==> config.mk <==
export PLATFORM = sky130hd
export DESIGN_NAME = adc_uv_bcd
export DESIGN_NICKNAME = d
export VERILOG_FILES = /design/src/rtl/uv_pkg.sv /design/src/rtl/uv_scaler.sv /design/src/rtl/dabble_conv.sv /design/src/rtl/adc_uv_bcd.sv
export SDC_FILE = /design/constraint.sdc
export NUM_CORES = 1
export LEC_CHECK = 0
export BUFFER_PORTS_ARGS = -buffer_cell sky130_fd_sc_hd__buf_2
export CAP_MARGIN = 20
export CORE_MARGIN = 2
export CORE_UTILIZATION = 55
export DETAILED_ROUTE_END_ITERATION = 10
export PLACE_DENSITY = 0.73
export SLEW_MARGIN = 20
export SYNTH_ARGS = -nofsm -noshare
export SYNTH_HDL_FRONTEND = slang
export SYNTH_SLANG_ARGS = --single-unit
==> constraint.sdc <==
create_clock -name clk -period 13.15 [get_ports clk]
set_input_delay 0.6575 -clock clk [delete_from_list [all_inputs] [get_ports clk]]
set_output_delay 0.6575 -clock clk [all_outputs]
set_load 0.05 [all_outputs]
==> src/rtl/uv_pkg.sv <==
package uv_pkg;
    typedef enum logic {
        ST_IDLE = 1'b0,
        ST_RUN  = 1'b1
    } conv_state_e;
endpackage

==> src/rtl/uv_scaler.sv <==
module uv_scaler #(
    parameter int CODE_W = 12,
    parameter int SCALE_K = 15625,
    parameter int SCALE_SH = 6,
    parameter int UV_W = 24
) (
    input  logic [CODE_W-1:0] code_i,
    input  logic              signed_mode_i,
    output logic [UV_W-1:0]   mag_o,
    output logic              neg_o
);
    localparam int PROD_W = CODE_W + 18;
    localparam longint MID_L = ((longint'(1) << (CODE_W - 1)) * longint'(SCALE_K)) >>> SCALE_SH;
    localparam logic [UV_W-1:0] MID_UV = UV_W'(MID_L);

    logic [PROD_W-1:0] prod;
    logic [UV_W-1:0]   uv;

    always_comb begin
        // multiply first, then drop the low bits
        prod = PROD_W'(code_i) * PROD_W'(SCALE_K);
        uv   = UV_W'(prod >> SCALE_SH);
        if (!signed_mode_i) begin
            mag_o = uv;
            neg_o = 1'b0;
        end else if (uv < MID_UV) begin
            mag_o = MID_UV - uv;
            neg_o = 1'b1;
        end else begin
            mag_o = uv - MID_UV;
            neg_o = 1'b0;
        end
    end
endmodule

==> src/rtl/dabble_conv.sv <==
module dabble_conv
    import uv_pkg::*;
#(
    parameter int BIN_W = 24,
    parameter int NDIG = 8
) (
    input  logic              clk,
    input  logic              rst,
    input  logic              start_i,
    input  logic [BIN_W-1:0]  bin_i,
    input  logic              neg_i,
    output logic              busy_o,
    output logic [4*NDIG-1:0] bcd_o,
    output logic              neg_o,
    output logic              done_o
);
    localparam int BCD_W = 4 * NDIG;
    localparam int CNT_W = $clog2(BIN_W + 1);

    typedef struct packed {
        conv_state_e      st;
        logic [CNT_W-1:0] cnt;
        logic [BIN_W-1:0] shreg;
        logic [BCD_W-1:0] work;
        logic             sgn;
        logic [BCD_W-1:0] bcd;
        logic             neg;
        logic             done;
    } conv_t;

    conv_t q, d;
    logic [BCD_W-1:0] adj;

    always_comb begin
        d      = q;
        d.done = 1'b0;
        adj    = q.work;
        for (int k = 0; k < NDIG; k++) begin
            if (q.work[4*k +: 4] >= 4'd5) adj[4*k +: 4] = q.work[4*k +: 4] + 4'd3;
        end
        case (q.st)
            ST_IDLE: begin
                if (start_i) begin
                    d.st    = ST_RUN;
                    d.cnt   = '0;
                    d.shreg = bin_i;
                    d.work  = '0;
                    d.sgn   = neg_i;
                end
            end
            default: begin
                d.work  = {adj[BCD_W-2:0], q.shreg[BIN_W-1]};
                d.shreg = {q.shreg[BIN_W-2:0], 1'b0};
                d.cnt   = q.cnt + 1'b1;
                if (q.cnt == CNT_W'(BIN_W - 1)) begin
                    d.st   = ST_IDLE;
                    d.bcd  = {adj[BCD_W-2:0], q.shreg[BIN_W-1]};
                    d.neg  = q.sgn;
                    d.done = 1'b1;
                end
            end
        endcase
    end

    always_ff @(posedge clk) begin
        if (rst) begin
            q <= '{st: ST_IDLE, default: '0};
        end else begin
            q <= d;
        end
    end

    assign busy_o = (q.st == ST_RUN);
    assign bcd_o  = q.bcd;
    assign neg_o  = q.neg;
    assign done_o = q.done;

    logic digits_ok;
    always_comb begin
        digits_ok = 1'b1;
        for (int k = 0; k < NDIG; k++) begin
            if (q.bcd[4*k +: 4] > 4'd9) digits_ok = 1'b0;
        end
    end

    p_digit_range_r8: assert property (@(posedge clk) disable iff (rst)
        q.done |-> digits_ok);

    p_accept_idle_r3: assert property (@(posedge clk) disable iff (rst)
        (q.st == ST_IDLE && start_i) |=> (q.st == ST_RUN && q.cnt == '0));

    p_ignore_busy_r4: assert property (@(posedge clk) disable iff (rst)
        (q.st == ST_RUN && start_i && q.cnt != CNT_W'(BIN_W - 1)) |=> (q.st == ST_RUN && q.cnt == $past(q.cnt) + 1'b1));
endmodule

==> src/rtl/adc_uv_bcd.sv <==
module adc_uv_bcd #(
    parameter int CODE_W = 12,
    parameter int SCALE_K = 15625,
    parameter int SCALE_SH = 6,
    parameter int UV_W = 24,
    parameter int NDIG = 8
) (
    input  logic              clk,
    input  logic              rst,
    input  logic              code_valid_i,
    input  logic [CODE_W-1:0] code_i,
    input  logic              signed_mode_i,
    output logic [4*NDIG-1:0] bcd_o,
    output logic              neg_o,
    output logic              done_o
);
    logic [UV_W-1:0] mag;
    logic            mag_neg;
    logic            busy;

    uv_scaler #(
        .CODE_W(CODE_W), .SCALE_K(SCALE_K), .SCALE_SH(SCALE_SH), .UV_W(UV_W)
    ) u_scale (
        .code_i(code_i),
        .signed_mode_i(signed_mode_i),
        .mag_o(mag),
        .neg_o(mag_neg)
    );

    dabble_conv #(
        .BIN_W(UV_W), .NDIG(NDIG)
    ) u_conv (
        .clk(clk),
        .rst(rst),
        .start_i(code_valid_i),
        .bin_i(mag),
        .neg_i(mag_neg),
        .busy_o(busy),
        .bcd_o(bcd_o),
        .neg_o(neg_o),
        .done_o(done_o)
    );

    p_done_single_r9: assert property (@(posedge clk) disable iff (rst)
        done_o |=> !done_o);

    p_result_hold_r5: assert property (@(posedge clk) disable iff (rst)
        !done_o |-> ($stable(bcd_o) && $stable(neg_o)));

    p_done_after_busy_r3: assert property (@(posedge clk) disable iff (rst)
        $rose(done_o) |-> !busy);
endmodule

# --- Word level (Yosys, flattened, before mapping) ---
# Cells that the tools add are included.
classes:
  addsub: 11
  multipliers: 1
  magnitude_cmp: 9
  eq_ne: 1
  muxes: 16
  bitwise_logic: 1
  n_reduce_logical: 5
op_table:
  columns: ["operator", "count"]
  rows:
  - ["$mux 63", 1]
  - ["$mux 62", 1]
  - ["$mux 24", 2]
  - ["$ge 4x3->1 const B", 8]
  - ["$add 4x2->4 const B", 7]
  - ["$mux 4", 7]
  - ["$mul 12x14->26 const B", 1]
  - ["$sub 19x20->21 const A", 1]
  - ["$sub 20x19->21 const B", 1]
  - ["$lt 20x19->1 const B", 1]
  - ["$add 5x1->5 const B", 1]
  - ["$eq 5x5->1 const B", 1]
  - ["$mux 1", 4]
  - ["$reduce_and 2->1", 2]
  - ["$reduce_or 2->1", 2]
  - ["$add 3x2->3 const B", 1]
  - ["$mux 3", 1]
  - ["$reduce_bool 2->1", 1]
  - ["$not 1->1", 1]
word_totals:
  register_bits: 97
  in_bits: 16
  out_inout_bits: 34
  elab_cells: 53

# --- Logic depth before layout (Yosys ltp) ---
# Gate-level depths: netlist of run 1.
logic_depth:
  ltp_word: 6
  mapped_depth: 24
  mapped_depth_nobuf: 21

# --- By module ---
# Synthesis of run 1 repeated with hierarchy kept, for this count alone.
unflattened:
  hier_cells: 972
  area_unflattened_um2: 8420.6
modules_own_cells:
  columns: ["module", "instances", "cells_per_inst", "area_per_inst_um2", "seq_area_each_um2"]
  rows:
  - ["dabble_conv", 1, 495, 4563.1, 1941.9]
  - ["uv_scaler", 1, 477, 3857.4, 0.0]

# --- Worst setup path before layout of run 1 ---
# Ideal clock, no wire load.
synth_path:
  kind: "input to register"
  from: "input code_i[3]"
  to: "register u_conv.q[74] (netlist name)"
  setup_ps: 114
  t_arrival_ps: 5888
  required_ps: 13036
  setup_slack_ps: 7148
  stages: 20
  path_buffers: 2
  cell_sequence: "fa_1 -> ha_1 -> fa_1 -> fa_1 -> inv_1 -> fa_1 -> inv_1 -> ha_1 -> a21o_1 -> or3_4 -> o311a_4 -> or3_4 -> nor4_4 -> o31ai_2 -> buf_6 -> buf_6 -> nand3_1 -> o21ai_1 -> xor2_1 -> a21o_1"
synth_between:
  elab_chain_len: 6
  word_cells_on_any_way: 8
  classes_between: "2 x add/sub; 1 x mul; 1 x order compare; 4 x mux"
synth_rtl:
  columns: ["item", "line_no", "text"]
  rows:
  - ["start, declared", "adc_uv_bcd.sv:11", "input logic [CODE_W-1:0] code_i,"]
  - ["$mul 12x14->26 (*)", "uv_scaler.sv:21", "prod = PROD_W'(code_i) * PROD_W'(SCALE_K);"]
  - ["$sub 20x19->21 (tied with other cells)", "uv_scaler.sv:30", "mag_o = uv - MID_UV;"]
  - ["$mux 24", "uv_scaler.sv:26", "end else if (uv < MID_UV) begin"]
  - ["$mux 24 (*)", "uv_scaler.sv:23", "if (!signed_mode_i) begin"]
  - ["$mux 63 (*)", "dabble_conv.sv:43", "if (start_i) begin"]
  - ["$mux 62 (*)", "dabble_conv.sv:41", "case (q.st)"]
  - ["end signal, assigned", "dabble_conv.sv:67", "q <= '{st: ST_IDLE, default: '0};"]
  - ["end signal, assigned", "dabble_conv.sv:69", "q <= d;"]
  - ["end, declared", "dabble_conv.sv:31", "conv_t q, d;"]
# Mark *: on every way between the ends. The rest lies on a longest branch, timed or not. The select of a mux whose other input is x is not followed.
# A chain may end at the register's enable or synchronous reset.

# --- Final worst setup path of run 1 ---
layout_path:
  from: "input code_i[3]"
  to: "register u_conv.q[75] (netlist name)"
# Same word-level chain as after synthesis.

==> out/metrics.yaml, run 1 <==
run_status:
  status: "finished, final reports clean"
layout:
  antenna_cells: 0
  fin_nets: 1207
  fill_cells: 1438
  area_growth_pct: 4.142
  drive_gt1_share_pct: 8.679
clocking:
  cts_root_buf: "clkbuf_16"
  tritoncts: "done"
  cts-resized-gates: 0
  cts_hold_buf: 0
  clock-sinks: 97
  numCtsBuffers: 9
  clk-insertion-delay-late_ps: 350
  path_clk_slew_ps: 70
  cts_setup_buffers: 0
  clockBufferDepth: 2
  cts.htree.levels: 3
grt:
  antenna_found_initial: 0
  grt_overflow: 0
  grt_max_degree: 106
  grt_pass1_vias: 6419
  grt_pass1_wl_mm: 29.81
  grt_usage_pct: 21.49
synth:
  ys_ff_latch: 97
  yosysSeqAreaShare_pct: 22.48
  syn-num-nets: 1229
  ys_warn_count: 0
  synth_edf_count: 0
  netlist_area_um2: 8640
  async_flop_share_pct: 0
  synth_ff_type: "dfxtp_1"
  syn_avg_cell_area_um2: 8.022
  syn_inst: 1077
  synth_cell_types: 74
sta:
  fin_crit_sh_pct: 48.55
  fmax_ghz: 0.1566
  worst_slew_pin_slew_ps: 956.6
  finalClockSkew_ps: 9.156
  slew_headroom_pct: 36.22
  rsz0062_at_grt: "no"
  tns_ps: 0
  hold_viol_final: 0
  slew_viol_final: 0
  setup_viol: 0
  final.min_clock_period_ps: 6385
detailed_routing:
  wl_per_cell_um: 13.59
  first_iter_violations: 440
  drcViolationCount: 0
  drtPass1Iterations: 5
  antenna_left: 0
  vias: 7125
  viasPerCell: 5.606
  wl_mm: 17.27
run:
  drv_cap: 0
setup_path:
  path_buf_inv: 4
  path_cells: "buf_2 -> fa_1 -> ha_1 -> fa_1 -> fa_1 -> inv_1 -> fa_1 -> inv_1 -> ha_1 -> and2_1 -> nor2_1 -> nor2_1 -> o21ai_1 -> a211oi_2 -> nor2_1 -> o31ai_2 -> buf_4 -> o311ai_0 -> o21ai_1 -> xor2_1 -> o221ai_1"
  cp_max_fo: 20
  worstSetupStartpointType: "primary input"
  reg2reg_slack_ps: 10620
  end_kind: "flip-flop"
  crit_family: "adder cells"
  crit_type: "primary input to flip-flop"
  reg2reg_from: "u_conv.busy_o"
  crit_slowest_cell: "a211oi_2"
  crit_start: "code_i[3]"
  critPathMaxStageDelay_ps: 740
  critPathArrivalTime_ps: 6590
  crit_top_cell: "fa_1"
  critPathRequiredTime_ps: 13360
floorplan:
  die_h_um: 129.3
  start_util_pct: 56.62
  fp.dieW_um: 129.3
  std_cell_rows: 45
  die_area_um2: 16730
  io_pins: 50
  core_area_um2: 15260
power:
  powerDensity_nw_per_um2: 210.0
  power_mw: 1.890
  ir_drop_v: 0.0001499
  power_leakage_nw: 3.922
placed_design:
  port_buffers: 49
  hpwl_mm: 13.00
  gp_congestion: 0.8761
min_path:
  worstHoldStart: "u_conv.bcd_o[5]"
  hp-class: "flip-flop to flip-flop"
worst min-delay path: stages (launching register included):
cell,delay [ps]
dfxtp_1,310
nand2_1,50
a21oi_1,50
synthesized netlist by cell type, types with 4 or more instances:
| library cell | number | area [um2] |
|---|---|---|
| a211oi_1 | 8 | 60.06 |
| a21o_1 | 7 | 52.55 |
| a21oi_1 | 95 | 475.5 |
| a311oi_1 | 8 | 70.07 |
| a31oi_1 | 6 | 37.54 |
| and2_1 | 7 | 43.79 |
| and3_1 | 6 | 37.54 |
| buf_4 | 32 | 240.2 |
| clkbuf_1 | 48 | 180.2 |
| dfxtp_1 | 97 | 1942 |
| fa_1 | 35 | 700.7 |
| ha_1 | 101 | 1264 |
| inv_1 | 98 | 367.9 |
| mux2i_1 | 16 | 160.2 |
| nand2_1 | 100 | 375.4 |
| nand2b_1 | 26 | 162.7 |
| nand3_1 | 19 | 95.09 |
| nand3b_1 | 7 | 52.55 |
| nand4_1 | 7 | 43.79 |
| nor2_1 | 93 | 349.1 |
| nor2b_1 | 12 | 75.07 |
| nor3_1 | 38 | 190.2 |
| nor3b_1 | 27 | 202.7 |
| o211a_1 | 5 | 50.05 |
| o211ai_1 | 11 | 82.58 |
| o21ai_0 | 37 | 185.2 |
| o21ai_1 | 7 | 35.03 |
| o21bai_1 | 6 | 45.04 |
| o221ai_1 | 11 | 96.34 |
| o22ai_1 | 4 | 25.02 |
| o311ai_0 | 5 | 43.79 |
| or3_1 | 4 | 25.02 |
| xnor2_1 | 19 | 166.4 |
| xor2_1 | 11 | 96.34 |
flip-flops by register name (all words and copies together), names as in the netlist:
| register | flops |
|---|---|
| u_conv.bcd_o | 32 |
| u_conv.busy_o | 1 |
| u_conv.done_o | 1 |
| u_conv.neg_o | 1 |
| u_conv.q | 62 |
logic make-up (layout without fill, tap and decap cells):
logic type | after synthesis | in the layout | share of synthesized area [%]
buffers and inverters | 185 | 168 | 9.718
adder cells (fa/ha/maj) | 136 | 136 | 22.74
AO/OA/AOI/OAI | 246 | 246 | 18.73
flip-flops | 97 | 97 | 22.48
XOR/XNOR | 30 | 30 | 3.041
multiplexers | 20 | 20 | 2.418
AND/OR/NAND/NOR | 363 | 363 | 20.88
power breakdown:
| part | internal (mW) | switching [mW] |
|---|---|---|
| clock network | 0.134 | 0.111 |
| registers | 0.314 | 0.0102 |
| logic | 0.517 | 0.804 |
| total | 0.965 | 0.925 |
cell usage in the layout, fill, tap and decap left out, types with 7 or more instances in the layout:
cell type,Yosys,final
nand3_1,19,19
o221ai_1,11,11
nor3b_1,27,27
inv_1,98,98
dfxtp_1,97,96
xor2_1,11,11
nor3_1,38,38
a21oi_1,95,95
buf_2,2,48
o21ai_0,37,37
clkbuf_16,0,9
a21o_1,7,7
nand2b_1,26,26
nand4_1,7,7
a211oi_1,8,8
ha_1,101,101
mux2i_1,16,16
nand2_1,100,100
and2_1,7,7
xnor2_1,19,19
o211ai_1,11,11
nor2_1,93,92
o21ai_1,7,7
fa_1,35,35
a311oi_1,8,8
nand3b_1,7,7
nor2b_1,12,12
area by class of cell:
class	instances	area (um2)	area share, %
clock inverters	4	27.53	0.3059
multi-input cells	795	5861	65.14
inverters	98	367.9	4.088
clock buffers	12	246.5	2.740
repair buffers	54	285.3	3.171
well taps	211	264.0	2.934
flip-flops and latches	97	1946	21.62
metrics by stage:
step / cell area, um2 / std cells / worst slack (ps) / util, % / hold slack [ps]
floorplan: 8640 / 1077 / 7148 / - / 428.3
global placement: 8723 / 1255 / 6516 / 57.17 / 439.1
detailed placement: 8723 / 1255 / 6460 / 57.17 / 443.4
CTS: 8997 / 1271 / 6808 / 58.97 / 452.4
global route: 8997 / 1271 / 6268 / 58.97 / 473.0
finish: 8997 / 1271 / 6765 / 58.97 / 451.3
routing by layer:
metal / track usage [%] / part of all wire (%)
met1: 28.85 / 48
met2: 36.69 / 48
met3: 2.642 / 3.0
met4: 5.627 / 1.5
met5: 0 / 0
final timing paths:
kind                     end  depth (start not counted)
min          u_conv.bcd_o[5]                          2
max reg2reg     u_conv.q[87]                          6
min reg2reg  u_conv.bcd_o[5]                          2
max             u_conv.q[75]                         21
(Power assumes the default switching activity.)
==> inputs of run 2 (changes only) <==
- PLACE_DENSITY: 0.73 -> 0.76
- clock period: 13.15 -> 5.15 ns (I/O delays scaled with it)
==> run 2 against run 1 <==
The run now ends with setup timing left; setup slack lost 6800 ps; sequential power grew to 2.6 times the previous value; critical endpoint is now u_conv.q[83]; hold slack barely moved; critical path depth is 1 lower; power increased to 3.6 times the previous value; first-iteration DRC count grew 23%.
==> out/metrics.yaml, run 2 (synthesized netlist as in run 1, its figures left out) <==
run_status:
  status: "finished with violations"  # was finished, final reports clean
  violations: "setup timing"
sta:
  slew_viol_final: 0  # unchanged
  hold_viol_final: 0  # unchanged
  finalClockSkew_ps: 14.85  # was 9.156 ps
  setup_viol: 1  # was 0
  fmax_ghz: 0.1937
  timing.hold.ws_ps: 451.7  # was 451.3 ps
  setup_slack_ps: -12.68  # was 6765 ps
  slew_headroom_pct: 30.49  # was 36.22%
  worst_slew_pin_slew_ps: 1039  # was 956.6 ps
  final.min_clock_period_ps: 5163
  rsz0062_at_grt: "yes"  # was no
  fin_crit_sh_pct: 100.2
setup_path:
  crit_type: "primary input to flip-flop"  # unchanged
  worstSetupStartpointType: "primary input"  # unchanged
  end_kind: "flip-flop"  # unchanged
  rr_worst_depth: 6  # unchanged
  critPathRequiredTime_ps: 5440  # was 13,360 ps
  critPathArrivalTime_ps: 5450  # was 6590 ps
  reg2reg_slack_ps: 2590  # was 10,620 ps
  cp_max_fo: 4  # was 20
floorplan:
  fp.dieW_um: 129.3  # unchanged
  io_pins: 50  # unchanged
  core_area_um2: 15260  # unchanged
  die_area_um2: 16730  # unchanged
  std_cell_rows: 45  # unchanged
  start_util_pct: 56.62  # unchanged
  die_h_um: 129.3  # unchanged
detailed_routing:
  vias: 7765  # was 7,125
  first_iter_violations: 542  # was 440
  antenna_left: 0  # unchanged
  wl_mm: 19.76  # was 17.27 mm
  drtPass1Iterations: 7  # was 5
  wl_per_cell_um: 14.27  # was 13.59 um
  drcViolationCount: 0  # unchanged
  viasPerCell: 5.606  # about the same
clocking:
  cts_root_buf: "clkbuf_16"  # unchanged
  clk-insertion-delay-late_ps: 350  # about the same
  cts.htree.levels: 3  # unchanged
  clock-sinks: 97  # unchanged
  path_clk_slew_ps: 70  # about the same
  cts_hold_buf: 0  # unchanged
  tritoncts: "done"  # unchanged
  clockBufferDepth: 2  # unchanged
  numCtsBuffers: 9  # unchanged
grt:
  grt_usage_pct: 23.88  # was 21.49%
  grt_pass1_wl_mm: 33.21  # was 29.81 mm
  grt_max_degree: 115  # was 106
  grt_pass1_vias: 7462  # was 6,419
  grt_overflow: 0  # unchanged
  antenna_found_initial: 0  # unchanged
layout:
  fill_cells: 1248  # was 1,438
  fin_nets: 1321  # was 1,207
  largest_reg_flops: 62  # unchanged
  fin_cells: 1385  # was 1,271
  final_area_um2: 10240  # was 8997 um2
  final_common_cell: "buf_4"  # was ha_1
  mostFrequentLayoutCells: "buf_4, nand2_1, dfxtp_1"  # was ha_1, nand2_1, inv_1
  antenna_cells: 0  # unchanged
  top_register: "u_conv.q"  # unchanged
  area_growth_pct: 18.52  # was 4.142%
  drive_gt1_share_pct: 22.23  # was 8.679%
power:
  ir_drop_v: 0.0005131  # was 0.0001499 V
  powerDensity_nw_per_um2: 668.0  # was 210.0 nW/um2
  power_leakage_nw: 4.517  # was 3.922 nW
  power_mw: 6.840  # was 1.890 mW
placed_design:
  hpwl_mm: 14.56  # was 13.00 mm
  dp_slack_ps: -573.5  # was 6460 ps
  place_area_um2: 9559  # was 8723 um2
  dp_cells: 1356  # was 1,255
  gp_congestion: 0.8489  # was 0.8761
  port_buffers: 49  # unchanged
min_path:
  hp-class: "flip-flop to flip-flop"  # unchanged
  hold_path_depth: 2  # unchanged
run:
  drv_cap: 0  # unchanged
## run 2: cell type report
class                           count  area [um2]  share of cell area (%)
Clock buffer                        9       225.2                   2.199
Sequential cell                    97        1946                   19.00
Multi-Input combinational cell    795        6201                   60.56
Timing Repair Buffer              168        1185                   11.57
Inverter                           98       367.9                   3.592
Tap cell                          211       264.0                   2.578
Clock inverter                      7       51.30                  0.5010
## run 2: critical path, stage by stage
cell and delay [ps]:
buf_6 100, fa_2 590, ha_4 210, fa_2 460, fa_1 480, inv_1 50, fa_1 480, inv_2 50
ha_4 220, a21o_1 190, or3_4 350, o311a_4 360, buf_4 150, nor3_4 220, nand2_1 120, or4_1 510
a21oi_2 160, o21ai_2 80, mux2_4 310, a21oi_2 100
## run 2: routing by layer
| metal | up-vias | global-route usage, % | part of all wire (%) |
|---|---|---|---|
| met4 | 0 | 7.801 | 1.9 |
| met3 | 34 | 4.005 | 3.3 |
| met2 | 139 | 42.20 | 50 |
| met1 | 3705 | 29.61 | 44 |
| li1 | 3887 | - | - |
| met5 | - | 0 | 0 |
## run 2: path summary, 6_finish.rpt
| kind | start | to |
|---|---|---|
| max reg2reg | u_conv.busy_o | u_conv.q[85] |
| min reg2reg | u_conv.bcd_o[9] | u_conv.bcd_o[9] |
| max | code_i[5] | u_conv.q[83] |
| min | u_conv.bcd_o[9] | u_conv.bcd_o[9] |
## run 2: power by group
group	switching [mW]	total (mW)	internal, mW
sequential	0.0271	0.830	0.803
combinational	2.69	5.37	2.68
clock	0.306	0.637	0.331
## run 2: repair_timing
action,CTS,global route
buffers inserted,6,7
resized for setup,13,50
pin swaps,8,27
endpoints found under the setup margin,18,24
## run 2: per-stage QoR
step           TNS, ps  util, %
6_report        -12.68    67.11
5_1_grt          -1877    67.11
4_1_cts         -55.34    65.17
3_5_place_dp     -9564    62.65
3_3_place_gp     -6046    62.65
2_1_floorplan   -835.4        -
==> inputs of run 3 (changes only) <==
- CORE_ASPECT_RATIO: unset -> 1.5
- PLACE_DENSITY: 0.76 -> 0.73
- clock period: 5.15 -> 6.1 ns (I/O delays scaled with it)
==> run 3 against run 2 <==
The flow now finishes without violations; register-to-register slack improved by 1400 ps; sequential power fell by 15%; critical path depth rose by 3; utilization fell by 7.7 points; largest cell class unchanged; largest power group unchanged.
==> out/metrics.yaml, run 3 (synthesized netlist as in run 1, its figures left out) <==
run_status:
  status: "finished, final reports clean"  # was finished with violations
sta:
  setup_viol: 0  # was 1
  tns_ps: 0  # was -12.68 ps
  slew_headroom_pct: 35.44  # was 30.49%
  fmax_ghz: 0.1742
  final.min_clock_period_ps: 5741
  rsz0062_at_grt: "no"  # was yes
  hold_viol_final: 0  # unchanged
  slew_viol_final: 0  # unchanged
  setup_slack_ps: 358.8  # was -12.68 ps
  worst_slew_pin_slew_ps: 966.1  # was 1039 ps
  finalClockSkew_ps: 3.370  # was 14.85 ps
  fin_crit_sh_pct: 94.12
  timing.hold.ws_ps: 399.1  # was 451.7 ps
floorplan:
  die_h_um: 157.5  # was 129.3 um
  start_util_pct: 55.79  # was 56.62%
  std_cell_rows: 56  # was 45
  fp.dieW_um: 106.3  # was 129.3 um
  die_area_um2: 16750  # was 16,730 um2
  core_area_um2: 15480  # was 15,260 um2
  io_pins: 50  # unchanged
setup_path:
  end_kind: "flip-flop"  # unchanged
  critPathArrivalTime_ps: 6010  # was 5450 ps
  worstSetupStartpointType: "primary input"  # unchanged
  crit_type: "primary input to flip-flop"  # unchanged
  critPathRequiredTime_ps: 6370  # was 5440 ps
  crit_start: "code_i[4]"  # was code_i[5]
  cp_max_fo: 10  # was 4
  reg2reg_from: "u_conv.busy_o"  # unchanged
detailed_routing:
  wl_mm: 18.12  # was 19.76 mm
  viasPerCell: 5.589  # was 5.606
  drcViolationCount: 0  # unchanged
  first_iter_violations: 355  # was 542
  antenna_left: 0  # unchanged
  wl_per_cell_um: 14.09  # was 14.27 um
  drtPass1Iterations: 4  # was 7
  vias: 7187  # was 7,765
clocking:
  clock-sinks: 97  # unchanged
  clk-insertion-delay-late_ps: 340  # was 350 ps
  cts-resized-gates: 0  # was 13
  path_clk_slew_ps: 60  # was 70 ps
  cts.htree.levels: 3  # unchanged
  tritoncts: "done"  # unchanged
  cts_root_buf: "clkbuf_16"  # unchanged
  clockBufferDepth: 2  # unchanged
  cts_hold_buf: 0  # unchanged
  numCtsBuffers: 9  # unchanged
  cts_setup_buffers: 0  # was 6
layout:
  mostFrequentLayoutCells: "ha_1, nand2_1, inv_1"  # was buf_4, nand2_1, dfxtp_1
  post-route-util_pct: 59.40  # was 67.11%
  fill_cells: 1462  # was 1,248
  antenna_cells: 0  # unchanged
  drive_gt1_share_pct: 10.71  # was 22.23%
  multiInputGateArea_um2: 5866  # was 6201 um2
  register_area_um2: 1946  # unchanged
  largest_reg_flops: 62  # unchanged
  area_growth_pct: 6.459  # was 18.52%
  top_register: "u_conv.q"  # unchanged
  fin_nets: 1230  # was 1,321
  final_common_cell: "ha_1"  # was buf_4
power:
  p_sw_mw: 2.046  # was 3.022 mW
  swShare_pct: 46.71  # was 44.18%
  powerDensity_nw_per_um2: 476.4  # was 668.0 nW/um2
  power_mw: 4.381  # was 6.840 mW
  power_leakage_nw: 4.052  # was 4.517 nW
  clockPowerShare_pct: 12.4  # was 9.3%
  p_seq_share_pct: 16.1  # was 12.1%
  combPwrFrac_pct: 71.5  # was 78.6%
  ir_drop_v: 0.0003401  # was 0.0005131 V
  p_int_mw: 2.335  # was 3.818 mW
placed_design:
  dp_slack_ps: 32.52  # was -573.5 ps
  port_buffers: 49  # unchanged
  gp_congestion: 0.8826  # was 0.8489
  hpwl_mm: 14.05  # was 14.56 mm
min_path:
  hp-class: "primary input to flip-flop"  # was flip-flop to flip-flop
  worstHoldStart: "rst"  # was u_conv.bcd_o[9]
grt:
  antenna_found_initial: 0  # unchanged
  grt_overflow: 0  # unchanged
  grt_pass1_wl_mm: 31.53  # was 33.21 mm
  grt_usage_pct: 22.69  # was 23.88%
  grt_pass1_vias: 7115  # was 7,462
  grt_max_degree: 69  # was 115
run:
  drv_cap: 0  # unchanged
## run 3: changes by cell type in the layout (fill, tap and decap cells not counted), moves of 7 or more
cell     delta
ha_4        -8
buf_4      -86
a21oi_2     -8
a21oi_1     +8
buf_6       -7
ha_1        +8
## run 3: final timing paths
check,endpoint,slack [ps],cells after the start
setup / recovery,u_conv.q[69],360,23
hold / removal,u_conv.q[47],400,2
hold reg to reg,u_conv.neg_o,450,2
setup reg to reg,u_conv.bcd_o[27],3960,4
## run 3: per-layer routing
metal	wire length, um	vias up	GRT usage (%)
met4	670	0	10.28
met2	10080	114	45.05
met1	7045	3329	23.77
met3	328	44	1.863
li1	-	3700	-
met5	0	-	0
## run 3: final cells by class
cell class	instances	share of cell area (%)
Clock buffer	14	3.088
Clock inverter	2	0.1088
Inverter	98	3.999
Multi-Input combinational cell	795	63.77
Sequential cell	97	21.15
Tap cell	203	2.762
Timing Repair Buffer	77	5.115
## run 3: power groups by stage
| stage | logic, mW | registers [mW] | clock network (mW) |
|---|---|---|---|
| 3_3_place_gp | 3.06 | 0.718 | 0 |
| 4_1_cts | 3.12 | 0.705 | 0.555 |
| 2_1_floorplan | 2.32 | 0.706 | 0 |
| 6_report | 3.13 | 0.705 | 0.545 |
| 3_5_place_dp | 3.11 | 0.719 | 0 |
| 5_1_grt | 3.52 | 0.710 | 0.588 |
## run 3: metrics by stage
step	cell area (um2)	std cells
floorplan	8640	1077
global placement	8904	1270
detailed placement	8904	1270
CTS	9198	1286
global route	9198	1286
finish	9198	1286
## run 3: worst max-delay path: stages
cell      delay (ps)
buf_2            150
fa_1             510
ha_1             330
fa_1             460
fa_1             540
inv_1             50
fa_1             530
inv_1             40
ha_1             310
buf_4            170
nand4_1          180
nor3_1           280
o21ai_0          130
or3b_1           220
xor2_1           290
nor2_1           130
buf_4            180
o311ai_2         380
buf_4            210
nor2_1            50
xor2_1           130
a211o_1          300
a21oi_1          140
